`src/rtl/uart_tx_pkg.sv`:
```
package uart_tx_pkg;
  typedef enum logic [1:0] {
    LEN_SHORT = 2'b00,
    LEN_MID   = 2'b01,
    LEN_FULL  = 2'b10,
    LEN_MID_X = 2'b11
  } char_len_e;

  typedef enum logic [1:0] {
    PAR_NONE   = 2'b00,
    PAR_ODD    = 2'b01,
    PAR_EVEN   = 2'b10,
    PAR_NONE_X = 2'b11
  } par_mode_e;

  typedef enum logic [1:0] {
    SRC_DIV1  = 2'b00,
    SRC_DIV8  = 2'b01,
    SRC_DIV32 = 2'b10,
    SRC_DIV32X = 2'b11
  } src_sel_e;
endpackage

```
`src/rtl/uart_tx_baud.sv`:
```
module uart_tx_baud
  import uart_tx_pkg::*;
#(
  parameter int DIV_W   = 8,
  parameter int PRE_W   = 5,
  parameter int MID_W   = 3,
  parameter int OVERSMP = 16
) (
  input  logic             clk_i,
  input  logic             rst_ni,
  input  logic [1:0]       src_sel_i,
  input  logic [DIV_W-1:0] div_i,
  input  logic             run_i,
  input  logic             restart_i,
  output logic             bit_tick_o
);
  localparam int PH_W = $clog2(OVERSMP);

  logic [PRE_W-1:0] pre_q;
  logic [DIV_W-1:0] sub_q;
  logic [PH_W-1:0]  ph_q;
  logic             src_tick;
  src_sel_e         sel;

  assign sel = src_sel_e'(src_sel_i);

  always_ff @(posedge clk_i or negedge rst_ni) begin
    if (!rst_ni) pre_q <= '0;
    else         pre_q <= pre_q + 1'b1;
  end

  always_comb begin
    unique case (sel)
      SRC_DIV1: src_tick = 1'b1;
      SRC_DIV8: src_tick = &pre_q[MID_W-1:0];
      default:  src_tick = &pre_q;
    endcase
  end

  always_ff @(posedge clk_i or negedge rst_ni) begin
    if (!rst_ni) begin
      sub_q <= '0;
      ph_q  <= '0;
    end else if (restart_i) begin
      sub_q <= '0;
      ph_q  <= '0;
    end else if (run_i && src_tick) begin
      if (sub_q >= div_i) begin
        sub_q <= '0;
        ph_q  <= ph_q + 1'b1;
      end else begin
        sub_q <= sub_q + 1'b1;
      end
    end
  end

  assign bit_tick_o = run_i && src_tick && (sub_q >= div_i) && (ph_q == PH_W'(OVERSMP-1));
endmodule

```
`src/rtl/uart_tx_buf.sv`:
```
module uart_tx_buf #(
  parameter int DATA_W = 9
) (
  input  logic              clk_i,
  input  logic              rst_ni,
  input  logic              wr_i,
  input  logic [DATA_W-1:0] wdata_i,
  input  logic              take_i,
  output logic              full_o,
  output logic [DATA_W-1:0] data_o
);
  always_ff @(posedge clk_i or negedge rst_ni) begin
    if (!rst_ni) begin
      full_o <= 1'b0;
      data_o <= '0;
    end else if (wr_i) begin
      // a write wins over a same-cycle take
      full_o <= 1'b1;
      data_o <= wdata_i;
    end else if (take_i) begin
      full_o <= 1'b0;
    end
  end
endmodule

```
`src/rtl/uart_tx_shift.sv`:
```
module uart_tx_shift
  import uart_tx_pkg::*;
#(
  parameter int DATA_W = 9
) (
  input  logic              clk_i,
  input  logic              rst_ni,
  input  logic              load_i,
  input  logic [DATA_W-1:0] data_i,
  input  logic [1:0]        char_len_i,
  input  logic [1:0]        par_mode_i,
  input  logic              stop2_i,
  input  logic              bit_tick_i,
  output logic              busy_o,
  output logic              done_o,
  output logic              txd_o
);
  localparam int FRAME_W = DATA_W + 4;
  localparam int CNT_W   = $clog2(FRAME_W + 1);

  logic [FRAME_W-1:0] frame, sh_q;
  logic [CNT_W-1:0]   left_q;
  logic [DATA_W-1:0]  mask;
  logic               busy_q;
  logic               par_en, par_bit;
  int                 len, nbits;
  char_len_e          clen;
  par_mode_e          pmode;

  assign clen  = char_len_e'(char_len_i);
  assign pmode = par_mode_e'(par_mode_i);

  always_comb begin
    unique case (clen)
      LEN_SHORT: len = DATA_W - 2;
      LEN_FULL:  len = DATA_W;
      default:   len = DATA_W - 1;
    endcase
  end

  always_comb begin
    for (int i = 0; i < DATA_W; i++) mask[i] = (i < len);
  end

  assign par_en  = (pmode == PAR_ODD) || (pmode == PAR_EVEN);
  assign par_bit = (pmode == PAR_ODD) ? ~^(data_i & mask) : ^(data_i & mask);

  always_comb begin
    frame    = '1;
    frame[0] = 1'b0;
    for (int i = 0; i < DATA_W; i++) begin
      if (i < len) frame[1+i] = data_i[i];
    end
    if (par_en) frame[1+len] = par_bit;
  end

  assign nbits = 1 + len + (par_en ? 1 : 0) + (stop2_i ? 2 : 1);

  assign done_o = busy_q && bit_tick_i && (left_q == '0);

  always_ff @(posedge clk_i or negedge rst_ni) begin
    if (!rst_ni) begin
      busy_q <= 1'b0;
      sh_q   <= '1;
      left_q <= '0;
    end else if (load_i) begin
      busy_q <= 1'b1;
      sh_q   <= frame;
      left_q <= CNT_W'(nbits - 1);
    end else if (done_o) begin
      busy_q <= 1'b0;
      sh_q   <= '1;
    end else if (busy_q && bit_tick_i) begin
      sh_q   <= {1'b1, sh_q[FRAME_W-1:1]};
      left_q <= left_q - 1'b1;
    end
  end

  assign busy_o = busy_q;
  assign txd_o  = busy_q ? sh_q[0] : 1'b1;
endmodule

```
`src/rtl/uart_tx_core.sv`:
```
module uart_tx_core
  import uart_tx_pkg::*;
#(
  parameter int DATA_W = 9,
  parameter int DIV_W  = 8
) (
  input  logic              clk_i,
  input  logic              rst_ni,
  input  logic [1:0]        src_sel_i,
  input  logic [DIV_W-1:0]  div_i,
  input  logic [1:0]        char_len_i,
  input  logic [1:0]        par_mode_i,
  input  logic              stop2_i,
  input  logic              irq_sel_i,
  input  logic              tx_en_i,
  input  logic              wr_i,
  input  logic [DATA_W-1:0] wdata_i,
  output logic              buf_empty_o,
  output logic              txd_o,
  output logic              irq_o
);
  logic              buf_full;
  logic [DATA_W-1:0] buf_data;
  logic              busy, done, load, bit_tick;
  logic              irq_q;

  assign load = tx_en_i && buf_full && (!busy || done);

  uart_tx_buf #(.DATA_W(DATA_W)) u_buf (
    .clk_i, .rst_ni, .wr_i, .wdata_i,
    .take_i (load),
    .full_o (buf_full),
    .data_o (buf_data)
  );

  uart_tx_baud #(.DIV_W(DIV_W)) u_baud (
    .clk_i, .rst_ni, .src_sel_i, .div_i,
    .run_i      (busy),
    .restart_i  (load),
    .bit_tick_o (bit_tick)
  );

  uart_tx_shift #(.DATA_W(DATA_W)) u_shift (
    .clk_i, .rst_ni,
    .load_i     (load),
    .data_i     (buf_data),
    .char_len_i, .par_mode_i, .stop2_i,
    .bit_tick_i (bit_tick),
    .busy_o     (busy),
    .done_o     (done),
    .txd_o
  );

  always_ff @(posedge clk_i or negedge rst_ni) begin
    if (!rst_ni) irq_q <= 1'b0;
    else         irq_q <= irq_sel_i ? done : load;
  end

  assign irq_o       = irq_q;
  assign buf_empty_o = ~buf_full;
endmodule

```
`config.mk`:
```
export PLATFORM = sky130hd
export DESIGN_NAME = uart_tx_core
export DESIGN_NICKNAME = d
export VERILOG_FILES = /design/src/rtl/uart_tx_pkg.sv /design/src/rtl/uart_tx_baud.sv /design/src/rtl/uart_tx_buf.sv /design/src/rtl/uart_tx_shift.sv /design/src/rtl/uart_tx_core.sv
export SDC_FILE = /design/constraint.sdc
export NUM_CORES = 1
export LEC_CHECK = 0
export ABC_CLOCK_PERIOD_IN_PS = 2300
export BUFFER_PORTS_ARGS = -buffer_cell sky130_fd_sc_hd__clkbuf_2
export CORE_ASPECT_RATIO = 0.9
export CORE_MARGIN = 8
export CORE_UTILIZATION = 35
export DETAILED_ROUTE_END_ITERATION = 8
export PLACE_DENSITY = 0.58
export SLEW_MARGIN = 20
export SYNTH_ARGS = -nofsm -noshare
export SYNTH_HDL_FRONTEND = slang
export SYNTH_SLANG_ARGS = --single-unit
```
`constraint.sdc`:
```
create_clock -name clk_i -period 2.3 [get_ports clk_i]
set_input_delay 0 -clock clk_i [delete_from_list [all_inputs] [get_ports clk_i]]
set_output_delay 0 -clock clk_i [all_outputs]
set_load 0.05 [all_outputs]
```
==> flow_metrics.env <==
export IMPL_num_vias=2106
export IMPL_clk_latency_ns=0.29
export IMPL_port_buffers=31
export IMPL_clockRootBuffer="clkbuf_8"
export IMPL_skew_ns=0.008432
export IMPL_hold_viol_final=0
export IMPL_crit_type="reg -> reg"
export IMPL_cts_buffer_depth=2
export IMPL_slowest_delay_ns=0.48
export IMPL_core_area_um2=7432
export IMPL_status="complete, but fails checks"
export IMPL_period_share_pct=100.6
export IMPL_switchingPower_uw=697.1
export IMPL_setup_ws_ns=-0.01295
export IMPL_cts_sinks=44
export IMPL_synthMuxAreaShare_pct=10.04
export IMPL_globalplace_congestion=0.8229
export IMPL_setup_viol=4
export IMPL_overflow=0
export IMPL_io_pins=32
export IMPL_ir_worst_vdd_uv=280.7
export IMPL_cp_cell_sequence="ha_2 -> and3_1 -> ha_1 -> nand2b_4 -> nand4_1 -> or4_4 -> a21oi_4 -> nor2_4 -> buf_6 -> mux2_4"
export IMPL_yosys_area_top_type="dfrtp_1"
export IMPL_grt_pass1_wl_mm=10.10
export IMPL_crit_slowest_cell="or4_4"
export IMPL_ys_seq_elements=44
export IMPL_synth_cell_types=52
export IMPL_grt_usage_pct=11.65
export IMPL_synth_xor_area_share_pct=4.640
export IMPL_cap_violations=0
export IMPL_rows=30
export IMPL_synth_nets=310
export IMPL_critPathLaunchType="register"
export IMPL_holdPathStages=4
export IMPL_synth_commonest_cells="dfrtp_1, nor2_1, ha_1, inv_1, nand3_1"
export IMPL_via_per_inst=4.808
export IMPL_violations="negative setup slack"
export IMPL_start_util_pct=35.56
export IMPL_synth_compound_area_share_pct=11.98
export IMPL_clk_pin_slew_ns=0.08
export IMPL_die_h_um=98.43
export IMPL_num_nets_final=391
export IMPL_synth_simple_gate_area_share_pct=16.29
export IMPL_wl_per_cell_um=13.55
export IMPL_p_per_area_nw_per_um2=636.7
export IMPL_drt_wl_total_mm=5.937
export IMPL_min_path_type="in -> reg"
export IMPL_drt_iter0_drc=110
export IMPL_grt_pass1_vias=2143
export IMPL_slew_violations=0
export IMPL_htree_levels=2
export IMPL_finalCriticalPeriod_ns=2.313
export IMPL_first_pass_iters=4
export IMPL_synth_top_family_by_area="simple AND/OR/NAND/NOR gates"
export IMPL_async_flop_share_pct=100.0
export IMPL_drive_gt1_share_pct=38.30
export IMPL_synthToLayoutAreaGrowth_pct=32.91
export IMPL_pwr_share_seq_pct=45.4
export IMPL_antenna_found_initial=0
export IMPL_synth_edf_count=0
export IMPL_r2r_cells=10
export IMPL_fin_hold_ws_ns=0.06596
export IMPL_yosys_area_top_type_share_pct=31.25
export IMPL_clockPowerShare_pct=21.0
export IMPL_tightestPinTransition_ns=0.7126
export IMPL_numCtsBuffers=5
export IMPL_yosysMostFrequentCell="dfrtp_1"
export IMPL_synth_top_flop_cell="dfrtp_1"
export IMPL_postSynthCellCount=260
export IMPL_syn_avg_cell_area_um2=10.16
export IMPL_die_x_um=107.6
export IMPL_drc=0
export IMPL_diodes=0
export IMPL_syn_cell_area_um2=2643
export IMPL_end_kind="register"
export IMPL_slew_headroom_pct=52.32
export IMPL_rsz0062_at_grt="true"
export IMPL_swShare_pct=31.17
export IMPL_cp_max_fo=7
export IMPL_power_share_combinational_pct=33.5
export IMPL_cts_tree="done"
export IMPL_dp_hpwl_mm=4.415
export IMPL_grt_max_degree=20
export IMPL_internal_power_mw=1.539
export IMPL_fin_tns_setup_ns=-0.04348
export IMPL_power_mw=2.236
export IMPL_fp_dieArea_um2=10590
export IMPL_yosysSeqAreaShare_pct=42.19
export IMPL_drtAntennaViolNets=0
export IMPL_fmax_mhz=432.3
export IMPL_synth_area_leaders="dfrtp_1, dfstp_2, ha_1"
export IMPL_synthAdderAreaFrac_pct=10.23
export IMPL_crit_required_ns=2.52
export IMPL_yosysWarnings=0
export IMPL_arrival_ns=2.53
export IMPL_p_leak_nw=1.669
worst paths after layout:
kind | end | startpoint | slack, ns
setup / recovery | u_shift.sh_q[4] | u_baud.pre_q[0] | -0.01
setup reg to reg | u_shift.sh_q[4] | u_baud.pre_q[0] | -0.01
hold / removal | u_shift.sh_q[8] | char_len_i[0] | 0.07
max in group asynchronous | u_shift.sh_q[1] | rst_ni | 1.47
hold reg to reg | u_baud.pre_q[3] | u_baud.pre_q[3] | 0.48
min in group asynchronous | u_baud.pre_q[0] | rst_ni | 0.19
layout by cell type, fill, tap and decap left out, types with 2 or more instances in the layout:
master,synthesis,routed
nand2b_1,3,2
and2_4,1,2
nand3_1,20,19
clkbuf_1,3,3
mux2_4,6,6
xnor2_1,10,10
dfstp_2,11,11
nor3b_1,2,2
dlygate4sd3_1,0,11
or3_1,3,2
a21o_1,4,4
a221oi_2,0,2
a21oi_4,1,2
clkbuf_2,1,31
a22o_1,4,4
nand2_1,10,9
ha_1,20,19
and3_1,4,3
mux2i_1,4,4
mux2_2,12,12
nor3_1,7,6
buf_4,0,34
inv_1,20,20
o21ai_0,18,17
buf_6,2,5
clkbuf_8,0,5
dfrtp_1,33,33
nor2_1,21,21
a21oi_1,6,5
and2_1,2,2
xor2_1,4,4
or3b_2,2,2
layout make-up:
class                   count  area (um^2)
fillers                   725         3920
multi-input cells         189         1545
flip-flops and latches     44         1115
repair buffers             81        576.8
well taps                  96        120.1
clock buffers               8        80.08
inverters                  20        75.07
power groups by stage:
stage	combinational, mW	sequential, mW	clock (mW)
finish	0.750	1.02	0.470
floorplan	0.432	1.02	0
detailed placement	0.665	1.03	0
global route	0.843	1.03	0.517
global placement	0.656	1.03	0
CTS	0.733	1.01	0.486
critical path: cells and delay by family, from the launching register on:
kind	cells	cell delay, ns
and+or+nand+nor	5	0.90
DFF	1	0.36
adders and majority gates	2	0.31
muxes	1	0.29
AOI/OAI and AO/OA	1	0.20
buffers and inverters	1	0.17
through the flow:
stage	utilization, %	cells	area (um^2)	setup slack [ns]
finish	47.26	438	3512	-0.01295
floorplan	-	260	2643	0.04257
global placement	42.31	416	3144	-0.04441
global route	47.26	438	3512	-0.1124
detailed placement	42.31	416	3144	-0.1740
CTS	46.36	437	3446	-0.01340
repair_timing:
action / in CTS / in global routing
hold buffers: 11 / 0
cloned: 0 / 0
endpoints found under the setup margin: 17 / 24
endpoints found under the hold margin: 24 / 0
resized for setup: 19 / 13
setup buffers: 3 / 1
pin swaps: 8 / 3
flip-flops by register name, indices dropped and copies added (netlist names):
name            cells
irq_o               1
u_baud.ph_q         4
u_baud.pre_q        5
u_baud.sub_q        8
u_buf.data_o        9
u_buf.full_o        1
u_shift.busy_o      1
u_shift.left_q      4
u_shift.sh_q       11
cells by family (layout without fill, tap and decap cells):
kind of cell,count (synthesis),count (layout)
adder cells (fa/ha/maj),21,21
other,1,1
multiplexers,22,22
AND/OR/NAND/NOR,84,84
AO/OA/AOI/OAI,47,47
flip-flops,44,44
XOR/XNOR,14,14
buffers and inverters,27,109
layer usage:
layer | up-vias | global-route usage, % | wire [um]
li1 | 1079 | - | -
met1 | 996 | 15.61 | 2876
met2 | 24 | 18.07 | 2763
met3 | 7 | 2.218 | 190
met4 | 0 | 4.264 | 106
met5 | - | 0 | 0
Power figures use the tool's default switching activity.
